--- src/rtl/acpi_seq_pkg.sv ---
package acpi_seq_pkg;

  typedef enum logic [5:0] {
    ST_POR   = 6'b000001,
    ST_BLANK = 6'b000010,
    ST_WAIT  = 6'b000100,
    ST_S5    = 6'b001000,
    ST_S3    = 6'b010000,
    ST_S0    = 6'b100000
  } seq_state_e;

  typedef struct packed {
    logic buck;
    logic term;
    logic aux;
    logic sby;
    logic dual;
    logic pdrv;
    logic chg;
    logic dis;
  } rail_ctl_t;

  localparam int FLAG_N   = 5;
  localparam int F_EN     = 0;
  localparam int F_SLP_N  = 1;
  localparam int F_BIAS   = 2;
  localparam int F_MAIN   = 3;
  localparam int F_STAB   = 4;

  // assume the worst until the flags have been sampled
  localparam logic [FLAG_N-1:0] FLAG_RST = 5'b01100;

endpackage

--- src/rtl/acpi_seq_sync.sv ---
module acpi_seq_sync #(
  parameter int               WIDTH   = 1,
  parameter logic [WIDTH-1:0] RST_VAL = '0
) (
  input  logic             clk_i,
  input  logic             rst_ni,
  input  logic [WIDTH-1:0] d_i,
  output logic [WIDTH-1:0] q_o
);

  for (genvar i = 0; i < WIDTH; i++) begin : g_bit
    logic ff1_q, ff2_q;
    always_ff @(posedge clk_i or negedge rst_ni) begin
      if (!rst_ni) begin
        ff1_q <= RST_VAL[i];
        ff2_q <= RST_VAL[i];
      end else begin
        ff1_q <= d_i[i];
        ff2_q <= ff1_q;
      end
    end
    assign q_o[i] = ff2_q;
  end

endmodule

--- src/rtl/acpi_seq_timer.sv ---
module acpi_seq_timer #(
  parameter int CNT_W = 8
) (
  input  logic             clk_i,
  input  logic             rst_ni,
  input  logic             load_i,
  input  logic [CNT_W-1:0] load_val_i,
  output logic             done_o
);

  logic [CNT_W-1:0] cnt_q;

  always_ff @(posedge clk_i or negedge rst_ni) begin
    if (!rst_ni)              cnt_q <= '0;
    else if (load_i)          cnt_q <= load_val_i;
    else if (cnt_q != '0)     cnt_q <= cnt_q - 1'b1;
  end

  assign done_o = (cnt_q == '0);

endmodule

--- src/rtl/acpi_seq_fsm.sv ---
module acpi_seq_fsm
  import acpi_seq_pkg::*;
#(
  parameter int CNT_W     = 8,
  parameter int BLANK_CYC = 16,
  parameter int WAIT_CYC  = 16
) (
  input  logic             clk_i,
  input  logic             rst_ni,
  input  logic             en_i,
  input  logic             slp_ni,
  input  logic             bias_uv_i,
  input  logic             main_uv_i,
  input  logic             ss_stab_i,
  input  logic             tmr_done_i,
  output logic             tmr_load_o,
  output logic [CNT_W-1:0] tmr_val_o,
  output seq_state_e       state_o,
  output rail_ctl_t        ctl_o
);

  localparam logic [CNT_W-1:0] BLANK_LD = CNT_W'(BLANK_CYC - 1);
  localparam logic [CNT_W-1:0] WAIT_LD  = CNT_W'(WAIT_CYC - 1);

  seq_state_e state_q, state_d;

  always_comb begin
    state_d    = state_q;
    tmr_load_o = 1'b0;
    tmr_val_o  = BLANK_LD;
    unique case (state_q)
      ST_POR: begin
        if (!bias_uv_i) begin
          state_d    = ST_BLANK;
          tmr_load_o = 1'b1;
        end
      end
      ST_BLANK: begin
        if (tmr_done_i) begin
          state_d    = ST_WAIT;
          tmr_load_o = 1'b1;
          tmr_val_o  = WAIT_LD;
        end
      end
      ST_WAIT: if (tmr_done_i) state_d = ST_S5;
      ST_S5: begin
        if (en_i) begin
          if (!slp_ni)         state_d = ST_S3;
          else if (!main_uv_i) state_d = ST_S0;
        end
      end
      ST_S3: begin
        if (!en_i)                      state_d = ST_S5;
        else if (slp_ni && !main_uv_i)  state_d = ST_S0;
      end
      ST_S0: begin
        if (!en_i)        state_d = ST_S5;
        else if (!slp_ni) state_d = ST_S3;
      end
      default: state_d = ST_S5;
    endcase
    if (bias_uv_i) begin
      state_d    = ST_POR;
      tmr_load_o = 1'b0;
    end
  end

  always_ff @(posedge clk_i or negedge rst_ni) begin
    if (!rst_ni) state_q <= ST_POR;
    else         state_q <= state_d;
  end

  always_comb begin
    ctl_o = '{buck: 1'b0, term: 1'b0, aux: 1'b0, sby: 1'b0,
              dual: 1'b0, pdrv: 1'b1, chg: 1'b0, dis: 1'b1};
    unique case (state_q)
      ST_POR: ;
      ST_BLANK, ST_WAIT, ST_S5: ctl_o.sby = 1'b1;
      ST_S3: begin
        ctl_o.buck = 1'b1;
        ctl_o.sby  = 1'b1;
        ctl_o.pdrv = 1'b0;
        ctl_o.dis  = ss_stab_i;
      end
      ST_S0: begin
        ctl_o.buck = 1'b1;
        ctl_o.term = ss_stab_i;
        ctl_o.aux  = ss_stab_i;
        ctl_o.dual = 1'b1;
        ctl_o.chg  = 1'b1;
        ctl_o.dis  = 1'b0;
      end
      default: ctl_o.sby = 1'b1;
    endcase
  end

  assign state_o = state_q;

endmodule

--- src/rtl/acpi_pwr_seq.sv ---
module acpi_pwr_seq
  import acpi_seq_pkg::*;
#(
  parameter int BLANK_CYC = 1000,
  parameter int WAIT_CYC  = 12500
) (
  input  logic clk_i,
  input  logic rst_ni,
  input  logic en_i,
  input  logic slp_ni,
  input  logic bias_uv_i,
  input  logic main_uv_i,
  input  logic ss_stab_i,
  output logic buck_en_o,
  output logic term_en_o,
  output logic aux_en_o,
  output logic sby_ldo_en_o,
  output logic dual_en_o,
  output logic sby_pdrv_o,
  output logic ss_chg_o,
  output logic ss_dis_o
);

  localparam int MAX_CYC = (BLANK_CYC > WAIT_CYC) ? BLANK_CYC : WAIT_CYC;
  localparam int CNT_W   = $clog2(MAX_CYC + 1);

  logic [FLAG_N-1:0] flags_raw, flags_s;
  logic              tmr_load, tmr_done;
  logic [CNT_W-1:0]  tmr_val;
  seq_state_e        state;
  rail_ctl_t         ctl;

  assign flags_raw[F_EN]    = en_i;
  assign flags_raw[F_SLP_N] = slp_ni;
  assign flags_raw[F_BIAS]  = bias_uv_i;
  assign flags_raw[F_MAIN]  = main_uv_i;
  assign flags_raw[F_STAB]  = ss_stab_i;

  acpi_seq_sync #(.WIDTH(FLAG_N), .RST_VAL(FLAG_RST)) u_sync (
    .clk_i  (clk_i),
    .rst_ni (rst_ni),
    .d_i    (flags_raw),
    .q_o    (flags_s)
  );

  acpi_seq_timer #(.CNT_W(CNT_W)) u_tmr (
    .clk_i      (clk_i),
    .rst_ni     (rst_ni),
    .load_i     (tmr_load),
    .load_val_i (tmr_val),
    .done_o     (tmr_done)
  );

  acpi_seq_fsm #(.CNT_W(CNT_W), .BLANK_CYC(BLANK_CYC), .WAIT_CYC(WAIT_CYC)) u_fsm (
    .clk_i      (clk_i),
    .rst_ni     (rst_ni),
    .en_i       (flags_s[F_EN]),
    .slp_ni     (flags_s[F_SLP_N]),
    .bias_uv_i  (flags_s[F_BIAS]),
    .main_uv_i  (flags_s[F_MAIN]),
    .ss_stab_i  (flags_s[F_STAB]),
    .tmr_done_i (tmr_done),
    .tmr_load_o (tmr_load),
    .tmr_val_o  (tmr_val),
    .state_o    (state),
    .ctl_o      (ctl)
  );

  assign buck_en_o    = ctl.buck;
  assign term_en_o    = ctl.term;
  assign aux_en_o     = ctl.aux;
  assign sby_ldo_en_o = ctl.sby;
  assign dual_en_o    = ctl.dual;
  assign sby_pdrv_o   = ctl.pdrv;
  assign ss_chg_o     = ctl.chg;
  assign ss_dis_o     = ctl.dis;

endmodule

--- config.mk ---
export PLATFORM = sky130hd
export DESIGN_NAME = acpi_pwr_seq
export DESIGN_NICKNAME = d
export VERILOG_FILES = /design/src/rtl/acpi_seq_pkg.sv /design/src/rtl/acpi_seq_sync.sv /design/src/rtl/acpi_seq_timer.sv /design/src/rtl/acpi_seq_fsm.sv /design/src/rtl/acpi_pwr_seq.sv
export SDC_FILE = /design/constraint.sdc
export NUM_CORES = 1
export LEC_CHECK = 0
export BUFFER_PORTS_ARGS = -buffer_cell sky130_fd_sc_hd__buf_4
export CELL_PAD_IN_SITES_DETAIL_PLACEMENT = 0
export CELL_PAD_IN_SITES_GLOBAL_PLACEMENT = 2
export CORE_ASPECT_RATIO = 1.75
export CORE_MARGIN = 5
export CORE_UTILIZATION = 37
export CTS_CLUSTER_SIZE = 28
export DETAILED_ROUTE_END_ITERATION = 8
export PLACE_DENSITY = 0.84
export SETUP_SLACK_MARGIN = 0.15
export SLEW_MARGIN = 20
export SYNTH_ARGS = -nofsm -noshare
export SYNTH_HDL_FRONTEND = slang
export SYNTH_SLANG_ARGS = --single-unit
--- constraint.sdc ---
create_clock -name clk_i -period 3.1 [get_ports clk_i]
set_clock_uncertainty 0.15 [all_clocks]
set_input_delay 0.155 -clock clk_i [delete_from_list [all_inputs] [get_ports clk_i]]
set_output_delay 0.155 -clock clk_i [all_outputs]
set_load 0.05 [all_outputs]
==> summary.log <==
[worst_setup_path] Crit path buffers/inverters 1
[finish] Finished Layout Cells 221
[yosys] arithmetic-cell share of the synthesized area counting full adders, half adders and majority gates 0.818%
[yosys] fraction of synthesized area in multiplexers 0.655%
[yosys] area share of xor/xnor cells in the synthesized design 5.16%
[worst_setup_path] cell breakdown of the critical path or4_1 > or3b_1 > nor2b_1 > buf_4
[clocking] Post-CTS Hold Fix Bufs 6
[worst_setup_path] worst setup path end sby_ldo_en_o
[sta] count of final setup violators 0
[yosys] Compound-Gate Fraction of Synth Area 12.8%
[sta] setup repair after global routing missed its margin false
[clocking] clock slew at the register clock pins of the worst setup and hold paths 0.06 ns
[power_and_ir_drop] IR Drop Worst-Case VDD 0.399 mV
[worst_setup_path] classification of the worst setup path reg2out
[run_status] result of the run finished clean
[worst_setup_path] CP Capture Type output port
[yosys] per-instance average area after synthesis 10.1 sq um
[detailed_routing] remaining antenna violation count after routing 0
[worst_setup_path] worst setup path start u_fsm.state_o[3]$_DFFE_PN0P_
[yosys] prevailing post-synth register cell sky130_fd_sc_hd__dfrtp_1
[sta] fin crit share 83.7%
[yosys] share of async-settable or async-resettable flops after synthesis 100%
[detailed_routing] via density per instance 5.55
[sta] actual transition at the worst max-transition pin 0.593 ns
[floorplanning] number of rows in the core area 31
[yosys] cell accounting for the most synthesized area sky130_fd_sc_hd__dfrtp_1
[worst_setup_path] Crit Path Max Fanout 7
[finish] filler instances 408
[clocking] clock latency of the later-clocked register in the worst-skew pair 0.28 ns
[yosys] EDFF count, synth 0
[yosys] number of different library cells in the post-synthesis netlist 41
[worst_setup_path] slack of the worst reg-to-reg path 0.65 ns
[sta] WHS 0.185 ns
[detailed_routing] Post-Route WL 3570 microns
[sta] final sum of negative setup slack 0 ns
[floorplanning] starting density of the core 37.5%
[detailed_routing] via count of the routed design 1227
[worst_setup_path] startpoint of the worst-slack reg-to-reg timing path u_tmr.cnt_q[0]$_DFFE_PN0P_
[yosys] total of warnings raised by yosys 0
[finish] register area 757 sq um
[clocking] Clock Sink Count 30
[yosys] area share of the largest cell type after synthesis 40.9%
[yosys] Gate Count Post-Synth 151
[sta] Fmax 0.385 GHz
[finish] antenna fix cells 0
[worst_hold_path] min-delay worst type in2async
[global_routing] largest net degree at the start of global routing 31
[yosys] net count of the mapped netlist 159
[clocking] TritonCTS clock tree done
[worst_setup_path] worst-case reg-to-reg path depth 7
[worst_setup_path] cell at the slowest stage of the critical path sky130_fd_sc_hd__or4_1
[worst_setup_path] endpoint of the lowest-slack register-to-register path u_fsm.state_o[4]$_DFFE_PN0P_
[global_routing] GRT Residual Overflow 0
[clocking] clock root buffer sky130_fd_sc_hd__clkbuf_8
[yosys] largest family of logic cells by synthesized area simple AND/OR/NAND/NOR gates
[sta] Slew Limit Fails 0
[floorplanning] Boundary Pins 15
[detailed_routing] Starting DRT DRC Count 32
[finish] P&R area growth vs syn 18.6%
[yosys] register bit count reported by yosys 30
[worst_setup_path] arrival time worst endpoint 2.29 ns
[placement] placer congestion estimate 0.908
[worst_setup_path] CP peak stage delay 0.67 ns
[yosys] top cells by area, synth sky130_fd_sc_hd__dfrtp_1 (41%), sky130_fd_sc_hd__dfstp_2 (8.6%), sky130_fd_sc_hd__xnor2_1 (5.2%), sky130_fd_sc_hd__nand2_1 (3.7%), sky130_fd_sc_hd__a21oi_1 (3.6%)
[clocking] number of post-CTS setup repair buffers 0
[worst_setup_path] Worst setup SP type flop
[detailed_routing] final routed DRC violation total 0
[floorplanning] core area 0.00407 sq mm
[floorplanning] DIE AREA 0.00557 sq mm
[power_and_ir_drop] Leak 0.722 nW
[finish] fraction of layout cells with a size suffix above 1 21.5%
[placement] total instance count after detailed placement 207
[sta] final-report hold violation count 0
[floorplanning] die boundary height 95.0 microns
[clocking] total of cells resized after clock tree synthesis 0
[global_routing] vias in the first global route 1250
[sta] final period demand of the worst path 2.60 ns
[placement] HPWL after detailed placement 2700 microns
[yosys] basic-gate share of the synthesized area counting and, or, nand and nor cells 27.3%
[detailed_routing] Initial DRT Pass Iterations 4
[worst_setup_path] required arrival time at the worst endpoint 2.79 ns
[worst_setup_path] cell count along the critical path 4
[global_routing] global-route wire length before repair 5890 microns
[yosys] synthesized area 0.00153 sq mm
[floorplanning] Die X 58.6 microns
[placement] number of port buffers 14
[power_and_ir_drop] pwr/cell area 607 mW/mm^2
[yosys] post-synthesis sequential area ratio 49.5%
[clocking] H-Tree Depth 2
[global_routing] initial antenna violation count 0
[finish] Final nets 179
[job] Max-Cap Viols 0
[detailed_routing] average routed wire per standard cell 16.1 microns
[clocking] Clock Path Buffers 2
[global_routing] overall track demand over capacity in global routing 14.4%
[worst_setup_path] delay-heaviest family, CP simple AND/OR/NAND/NOR gates
[sta] Max transition margin 60.1%
[finish] area of the multi-input gates 716 sq um
[clocking] Inserted Clock Buffers 5
-- Yosys cell counts (4+ instances only) --
library cell and count:
sky130_fd_sc_hd__a21oi_1 11, sky130_fd_sc_hd__nor2_1 11, sky130_fd_sc_hd__clkbuf_1 5, sky130_fd_sc_hd__xnor2_1 9, sky130_fd_sc_hd__nand2b_1 5, sky130_fd_sc_hd__nand2_1 15, sky130_fd_sc_hd__dfrtp_1 25, sky130_fd_sc_hd__o21ai_0 5
sky130_fd_sc_hd__or4_1 4, sky130_fd_sc_hd__inv_1 6, sky130_fd_sc_hd__dfstp_2 5, sky130_fd_sc_hd__nor4_1 5, sky130_fd_sc_hd__nor3_1 5
-- logic make-up (layout without fill, tap and decap cells) --
| logic type | after synthesis | after routing |
|---|---|---|
| AOI/OAI and AO/OA | 29 | 29 |
| xor gates and xnor gates | 9 | 9 |
| adders and majority gates | 1 | 1 |
| buffers and inverters | 13 | 34 |
| DFF | 30 | 30 |
| muxes | 1 | 1 |
| and+or+nand+nor | 68 | 68 |
-- flip-flops by register name, summed over array words and instances, names as in the netlist --
signal              cells
u_tmr.cnt_q            14
u_fsm.state_o           6
u_sync.g_bit.ff1_q      5
u_sync.g_bit.ff2_q      5
-- report_power, final --
group / switching, W / leakage [nW] / internal [W] / total [W]
logic: 0.000156 / 0.323 / 0.000109 / 0.000265
clock network: 0.000138 / 0.0482 / 0.000179 / 0.000317
registers: 0.0000704 / 0.351 / 0.000448 / 0.000519
total: 0.000365 / 0.722 / 0.000736 / 0.00110
-- worst min-delay path by stage --
| stage | startpoint | to | slack, ns | cells past startpoint |
|---|---|---|---|---|
| after global placement | rst_ni | u_fsm.state_o[1]$_DFFE_PN0P_ | -0.05 | 1 |
| after detailed placement | rst_ni | u_fsm.state_o[5]$_DFFE_PN0P_ | -0.05 | 1 |
| after floorplan | rst_ni | u_fsm.state_o[1]$_DFFE_PN0P_ | -0.29 | 0 |
| after global routing | u_sync.g_bit[3].ff1_q$_DFF_PN1_ | u_sync.g_bit[3].ff2_q$_DFF_PN1_ | 0.21 | 0 |
| final | rst_ni | u_tmr.cnt_q[12]$_DFFE_PN0P_ | 0.19 | 2 |
| after CTS | rst_ni | u_tmr.cnt_q[4]$_DFFE_PN0P_ | 0.19 | 2 |
-- stage by stage --
stage	setup slack, ns	utilization [%]	total power (W)	area (sq um)
5_1_grt	0.435	44.5	0.00118	1810
2_1_floorplan	0.189	-	0.000704	1530
6_report	0.505	44.5	0.00110	1810
3_5_place_dp	0.642	40.8	0.000783	1660
3_3_place_gp	0.704	40.8	0.000782	1660
4_1_cts	0.503	44.5	0.00112	1810
-- area by class of cell --
class / count / area share (%)
flip-flops and latches: 30 / 41.8
multi-input cells: 108 / 39.5
repair buffers: 20 / 9.11
clock buffers: 7 / 4.76
well taps: 49 / 3.38
inverters: 6 / 1.24
clock inverters: 1 / 0.276
-- cells in the final DEF, fill, tap and decap left out, types with 3 or more instances in the layout --
master / n
sky130_fd_sc_hd__a21oi_1: 11
sky130_fd_sc_hd__and2_1: 3
sky130_fd_sc_hd__buf_4: 14
sky130_fd_sc_hd__clkbuf_8: 6
sky130_fd_sc_hd__dfrtp_1: 25
sky130_fd_sc_hd__dfstp_2: 5
sky130_fd_sc_hd__dlygate4sd3_1: 6
sky130_fd_sc_hd__inv_1: 6
sky130_fd_sc_hd__nand2_1: 15
sky130_fd_sc_hd__nand2b_1: 5
sky130_fd_sc_hd__nand3_1: 3
sky130_fd_sc_hd__nor2_1: 11
sky130_fd_sc_hd__nor3_1: 5
sky130_fd_sc_hd__nor3_2: 3
sky130_fd_sc_hd__nor4_1: 5
sky130_fd_sc_hd__o21ai_0: 5
sky130_fd_sc_hd__or3_1: 3
sky130_fd_sc_hd__or4_1: 4
sky130_fd_sc_hd__xnor2_1: 9
-- routing by layer --
metal,wire (microns),track usage (%),vias to the layer above
met1,1300,13.9,607
met3,122,2.85,13
li1,-,-,583
met4,142,8.70,0
met5,0,0,-
met2,2000,26.9,24
(Power assumes the default switching activity.)
